`src/rtl/wps_pkg.sv`:
```
// Package: shared constants and the block-protect encoding for the
// status-register block. Assumes an 8-bit status byte.
package wps_pkg;
    localparam int SR_W      = 8;
    localparam int STORE_LSB = 2;          // lowest stored persistent bit
    localparam int STORE_W   = SR_W - STORE_LSB;
    localparam int PEN_BIT   = 7;          // protect-enable position
    localparam int BP_LSB    = 2;          // block-protect field position

    typedef enum logic [1:0] {
        PROT_NONE    = 2'b00,
        PROT_QUARTER = 2'b01,
        PROT_HALF    = 2'b10,
        PROT_ALL     = 2'b11
    } prot_e;
endpackage

```
`src/rtl/wps_cmd_track.sv`:
```
// Command tracker: remembers whether a write-status or memory-write
// command is open in the current selection and holds the status data byte.
// Assumes strobes are single-cycle. A strobe that arrives in the same cycle
// as cs_rise counts as part of the command that cs_rise ends.
module wps_cmd_track
    import wps_pkg::*;
(
    input  logic               clk,
    input  logic               rst_n,
    input  logic               wrsr_stb,
    input  logic [STORE_W-1:0] wrsr_hi,
    input  logic               write_stb,
    input  logic               cs_rise,
    output logic               end_cmd,
    output logic               commit_sr,
    output logic [STORE_W-1:0] staged
);
    logic               pend_sr;
    logic               pend_wr;
    logic [STORE_W-1:0] data_q;
    logic               sr_now;

    // Purpose: decide whether this chip-select edge closes a command.
    always_comb begin
        sr_now    = pend_sr | wrsr_stb;
        end_cmd   = cs_rise & (sr_now | pend_wr | write_stb);
        commit_sr = cs_rise & sr_now;
        staged    = wrsr_stb ? wrsr_hi : data_q;
    end

    // Purpose: open commands on their strobes and close all at cs_rise.
    always_ff @(posedge clk) begin
        if (!rst_n) begin
            pend_sr <= 1'b0;
            pend_wr <= 1'b0;
            data_q  <= '0;
        end else if (cs_rise) begin
            pend_sr <= 1'b0;
            pend_wr <= 1'b0;
        end else begin
            if (wrsr_stb) begin
                pend_sr <= 1'b1;
                data_q  <= wrsr_hi;
            end
            if (write_stb) pend_wr <= 1'b1;
        end
    end

    // no command stays open past the edge that ends a selection.
    assert_cs_closes_R5: assert property (@(posedge clk) disable iff (!rst_n)
        cs_rise |=> (!pend_sr && !pend_wr));
    // a data byte without cs_rise leaves a pending write-status behind.
    assert_byte_waits_R9: assert property (@(posedge clk) disable iff (!rst_n)
        (wrsr_stb && !cs_rise) |=> pend_sr);
endmodule

```
`src/rtl/wps_wel_latch.sv`:
```
// Write-enable latch: set and cleared by command strobes, and dropped when
// a write command ends. Assumes end_cmd already includes the cs_rise
// qualification. Priority: command end, then clear, then set.
module wps_wel_latch (
    input  logic clk,
    input  logic rst_n,
    input  logic set_en,
    input  logic clr_en,
    input  logic end_cmd,
    output logic wel
);
    // Purpose: update the latch with its fixed priority order.
    always_ff @(posedge clk) begin
        if (!rst_n)       wel <= 1'b0;
        else if (end_cmd) wel <= 1'b0;
        else if (clr_en)  wel <= 1'b0;
        else if (set_en)  wel <= 1'b1;
    end

    // an uncontested set turns the latch on.
    assert_wel_set_R3: assert property (@(posedge clk) disable iff (!rst_n)
        (set_en && !clr_en && !end_cmd) |=> wel);
    // a clear always turns the latch off.
    assert_wel_clr_R3: assert property (@(posedge clk) disable iff (!rst_n)
        clr_en |=> !wel);
    // the end of a write command turns the latch off.
    assert_wel_end_R5: assert property (@(posedge clk) disable iff (!rst_n)
        end_cmd |=> !wel);
endmodule

```
`src/rtl/wps_nv_bits.sv`:
```
// Persistent status bits 7:2, modelled as flops with a zero reset value.
// They load only when a commit arrives and the top grants permission.
// Assumes allow already folds in the latch and the pin gate.
module wps_nv_bits
    import wps_pkg::*;
(
    input  logic               clk,
    input  logic               rst_n,
    input  logic               commit,
    input  logic               allow,
    input  logic [STORE_W-1:0] wr_data,
    output logic [STORE_W-1:0] bits
);
    // Purpose: take a new value only on a permitted commit.
    always_ff @(posedge clk) begin
        if (!rst_n)                bits <= '0;
        else if (commit && allow)  bits <= wr_data;
    end

    // a refused commit leaves every stored bit as it was.
    assert_refused_keeps_R7: assert property (@(posedge clk) disable iff (!rst_n)
        (commit && !allow) |=> $stable(bits));
    // nothing changes without a commit.
    assert_no_commit_keeps_R9: assert property (@(posedge clk) disable iff (!rst_n)
        !commit |=> $stable(bits));
endmodule

```
`src/rtl/wps_prot_decode.sv`:
```
// Block-protect decoder: says whether an address lies in the region that
// the two protect bits select. Assumes ADDR_W >= 2.
module wps_prot_decode
    import wps_pkg::*;
#(
    parameter int ADDR_W = 13
) (
    input  logic [1:0]        bp,
    input  logic [ADDR_W-1:0] addr,
    output logic              prot
);
    localparam int TOP = ADDR_W - 1;

    // Purpose: compare the address top bits against the selected region.
    always_comb begin
        unique case (prot_e'(bp))
            PROT_NONE:    prot = 1'b0;
            PROT_QUARTER: prot = &addr[TOP -: 2];
            PROT_HALF:    prot = addr[TOP];
            PROT_ALL:     prot = 1'b1;
            default:      prot = 1'b1;
        endcase
    end
endmodule

```
`src/rtl/wps_status_top.sv`:
```
// Status register with write protection. Ties the command tracker, the
// write-enable latch, the persistent bits and the protect decoder together.
// Assumes strobes come from an upstream decoder, one cycle each.
module wps_status_top
    import wps_pkg::*;
#(
    parameter int ADDR_W = 13
) (
    input  logic              clk,
    input  logic              rst_n,
    input  logic              set_en,
    input  logic              clr_en,
    input  logic              wrsr_stb,
    input  logic [SR_W-1:0]   wrsr_data,
    input  logic              write_stb,
    input  logic              cs_rise,
    input  logic              wp_level,
    input  logic [ADDR_W-1:0] mem_addr,
    output logic [SR_W-1:0]   status_out,
    output logic              sr_write_ok,
    output logic              mem_write_ok
);
    logic               end_cmd;
    logic               commit_sr;
    logic [STORE_W-1:0] staged;
    logic [STORE_W-1:0] nv;
    logic               wel;
    logic               prot;
    logic               pin_lock;
    logic               unused_low;

    // Purpose: the two low data bits have no storage behind them.
    assign unused_low = ^wrsr_data[STORE_LSB-1:0];

    wps_cmd_track u_track (
        .clk       (clk),
        .rst_n     (rst_n),
        .wrsr_stb  (wrsr_stb),
        .wrsr_hi   (wrsr_data[SR_W-1:STORE_LSB]),
        .write_stb (write_stb),
        .cs_rise   (cs_rise),
        .end_cmd   (end_cmd),
        .commit_sr (commit_sr),
        .staged    (staged)
    );

    wps_wel_latch u_wel (
        .clk     (clk),
        .rst_n   (rst_n),
        .set_en  (set_en),
        .clr_en  (clr_en),
        .end_cmd (end_cmd),
        .wel     (wel)
    );

    // Purpose: the pin gate and the resulting status-write permission.
    always_comb begin
        pin_lock    = nv[PEN_BIT-STORE_LSB] & ~wp_level;
        sr_write_ok = wel & ~pin_lock;
    end

    wps_nv_bits u_nv (
        .clk     (clk),
        .rst_n   (rst_n),
        .commit  (commit_sr),
        .allow   (sr_write_ok),
        .wr_data (staged),
        .bits    (nv)
    );

    wps_prot_decode #(.ADDR_W(ADDR_W)) u_prot (
        .bp   (nv[BP_LSB-STORE_LSB +: 2]),
        .addr (mem_addr),
        .prot (prot)
    );

    // Purpose: assemble the readable byte and the memory-write permission.
    always_comb begin
        status_out   = {nv, wel, 1'b0};
        mem_write_ok = wel & ~prot;
    end

    // bit 0 never reads as 1.
    assert_bit0_zero_R2: assert property (@(posedge clk) disable iff (!rst_n)
        status_out[0] == 1'b0);
    // no permission at all while the latch is off.
    assert_no_wel_no_write_R6: assert property (@(posedge clk) disable iff (!rst_n)
        !status_out[1] |-> (!sr_write_ok && !mem_write_ok));
    // a set protect bit with the pin low blocks status writes.
    assert_pin_lock_R7: assert property (@(posedge clk) disable iff (!rst_n)
        (status_out[PEN_BIT] && !wp_level) |-> !sr_write_ok);
    // full-array protection refuses every memory write.
    assert_full_prot_R8: assert property (@(posedge clk) disable iff (!rst_n)
        (status_out[3:2] == 2'b11) |-> !mem_write_ok);
endmodule

```
`config.mk`:
```
export PLATFORM = sky130hd
export DESIGN_NAME = wps_status_top
export DESIGN_NICKNAME = d
export VERILOG_FILES = /design/src/rtl/wps_pkg.sv /design/src/rtl/wps_cmd_track.sv /design/src/rtl/wps_wel_latch.sv /design/src/rtl/wps_nv_bits.sv /design/src/rtl/wps_prot_decode.sv /design/src/rtl/wps_status_top.sv
export SDC_FILE = /design/constraint.sdc
export NUM_CORES = 1
export LEC_CHECK = 0
export BUFFER_PORTS_ARGS = -buffer_cell sky130_fd_sc_hd__buf_2
export CELL_PAD_IN_SITES_DETAIL_PLACEMENT = 1
export CELL_PAD_IN_SITES_GLOBAL_PLACEMENT = 2
export CORE_ASPECT_RATIO = 0.6
export CORE_UTILIZATION = 22
export DETAILED_ROUTE_END_ITERATION = 16
export PLACE_DENSITY = 0.72
export SYNTH_ARGS = -nofsm -noshare
export SYNTH_HDL_FRONTEND = slang
export SYNTH_SLANG_ARGS = --single-unit
```
`constraint.sdc`:
```
create_clock -name clk -period 0.8 [get_ports clk]
set_input_delay 0.08 -clock clk [delete_from_list [all_inputs] [get_ports clk]]
set_output_delay 0.08 -clock clk [all_outputs]
set_load 0.01 [all_outputs]
```
==> impl_metrics.tcl <==
set metrics [dict create \
    final_util_pct 34.70 \
    path_class "flip-flop to primary output" \
    min_path_type "input port to flip-flop" \
    ios 39 \
    final_nets 132 \
    grt_pass1_vias 577 \
    viasPerCell 4.174 \
    layout-drive-gt1-share_pct 53.92 \
    layout_commonest_cell "buf_2" \
    cts_root_buf "clkbuf_8" \
    ys_ff_latch 15 \
    grt_max_degree 21 \
    wl_per_cell_um 11.71 \
    irDropWorstVdd_mv 0.4666 \
    cp-end-kind "primary output" \
    regArea_um2 310.3 \
    slowest_stage "dfxtp_2" \
    nFillCells 350 \
    via_count 601 \
    status "finished, violations left" \
    cts_tree "yes" \
    failed_checks "setup timing" \
    fp.dieW_um 76.66 \
    fin_setup_tns_ns -1.810 \
    syn-num-nets 103 \
    fin_crit_sh_pct 132.9 \
    postSynthCellCount 74 \
    timing.final.ws_setup_ns -0.2631 \
    fin_crit_ns 1.063 \
    dp_slack_ns -0.2503 \
    initial_utilization_pct 24.35 \
    rows 15 \
    cap_violations 0 \
    die_area_um2 3587 \
    cts.reportedPaths.clkPinSlew_ns 0.06 \
    die_h_um 46.80 \
    ys_warn_count 0 \
    critical_path.top_delay_family "flip-flops" \
    grt_first_pass_wirelength_um 2622 \
    power_density_nw_per_um2 1534 \
    hold_viol 0 \
    drcViolationCount 0 \
    synth_top_area_share_pct 40.82 \
    layout_common_cells "buf_2 (17), nand2_1 (13), mux2i_1 (12)" \
    grt-ovfl-total 0 \
    worstPathArrival_ns 0.98 \
    routed_wl_um 1686 \
    leakage_nw 0.5079 \
    cp_max_fo 3 \
    dp_hpwl_um 1273 \
    ant_nets 0 \
    tritoncts_num_sinks 15 \
    finalInstanceArea_um2 1049 \
    cp_cell_sequence "a21o_1 -> a21oi_2 -> buf_2" \
    rsz0062_at_grt "true" \
    max_freq_mhz 940.7 \
    syn_area_per_cell_um2 9.942 \
    slew_violations 0 \
    syn_area_um2 735.7 \
    critPathLaunchType "flip-flop" \
    yosys.area.top_type "dfxtp_1" \
    cts_made_buffers 3 \
    antenna_found_initial 0 \
    grt_use_total_pct 10.30 \
    placed_cell_area_um2 898.4 \
    synth_area_leaders "dfxtp_1 (41%), mux2i_1 (16%), mux2_2 (9.2%)" \
    ys_seq_area_share_pct 40.82 \
    worst-path-buf-inv 1 \
    clock_path_buffers 2 \
    h-tree-depth 1 \
    io_buffers 24 \
    syn2layout_area_growth_pct 42.52 \
    skew_ns 0.003126 \
    dr.pass1.iters 3 \
    coreArea_um2 3022 \
    synth_cell_type_count 18 \
    setup_viol 12 \
    p_total_mw 1.608 \
    initialDrtViolationCount 26 \
    place.gp.congestion 0.6725 \
    diodes 0 \
    clock_latency_ns 0.24 \
    slowest_delay_ns 0.33 \
    cp.required_ns 0.72 \
    multiInputGateArea_um2 416.7 \
]
-- area by class of cell --
type / count / share of cell area [%]
clock buffers: 4 / 4.296
repair buffers: 30 / 21.36
multi-input cells: 53 / 39.74
flip-flops and latches: 15 / 29.59
well taps: 42 / 5.012
-- per-layer routing --
metal | part of all wire [%] | GRT usage, % | vias to the layer above | routed length, µm
met1 | 52 | 13.48 | 285 | 882
met4 | 0.42 | 2.308 | 0 | 7
met3 | 5.5 | 5.825 | 2 | 92
li1 | - | - | 301 | -
met5 | 0 | 0 | - | 0
met2 | 42 | 14.77 | 13 | 704
-- logic make-up after synthesis --
logic type             Yosys count  synth area share (%)
other                            1                0.5097
buffers and inverters            6                 6.122
DFF                             15                 40.82
and+or+nand+nor                 31                 24.15
AOI/OAI and AO/OA                3                 2.891
muxes                           18                 25.51
-- sequential cells by signal, indices dropped and copies added (netlist names) --
signal / count
u_nv.bits: 6
u_track.data_q: 6
u_wel.wel: 1
u_track.pend_wr: 1
u_track.pend_sr: 1
-- stage by stage --
stage / std cells / hold WS [ns]
floorplan: 74 / 0.2093
finish: 144 / 0.08857
CTS: 145 / 0.08419
detailed placement: 137 / 0.3307
global placement: 137 / 0.3183
global route: 144 / 0.08898
-- tightest hold or removal path, stage by stage --
cell and delay [ns]:
buf_2 0.10, nor2_1 0.04, nor2_1 0.08
-- report_power, final --
group / switching, mW / internal [mW] / leakage [nW]
Sequential: 0.0140 / 0.772 / 0.126
Combinational: 0.0999 / 0.121 / 0.359
Clock: 0.249 / 0.352 / 0.0228
-- repair_timing --
item	4_1_cts	5_1_grt
hold buffers	0	0
setup buffers	4	0
setup endpoints to repair	13	16
pin swaps	4	0
endpoints found under the hold margin	0	0
cloned	0	0
gates resized for setup	16	7
-- synthesized netlist by cell type (all sizes together) --
master  count
nand2b      2
and2        1
and4bb      1
a21o        1
conb        1
nand4b      1
mux2i      12
nor2b       7
buf         4
nor2        5
clkbuf      2
mux2        6
nand2      14
a21oi       1
dfxtp      15
o41ai       1
-- worst paths after layout --
path / start / to / slack [ns] / cells after the start
max: u_nv.bits[1] / mem_write_ok / -0.26 / 3
min: write_stb / u_track.pend_wr / 0.09 / 3
max reg2reg: u_nv.bits[5] / u_nv.bits[2] / -0.15 / 4
min reg2reg: u_nv.bits[2] / u_nv.bits[2] / 0.46 / 2
(Power assumes the default switching activity.)
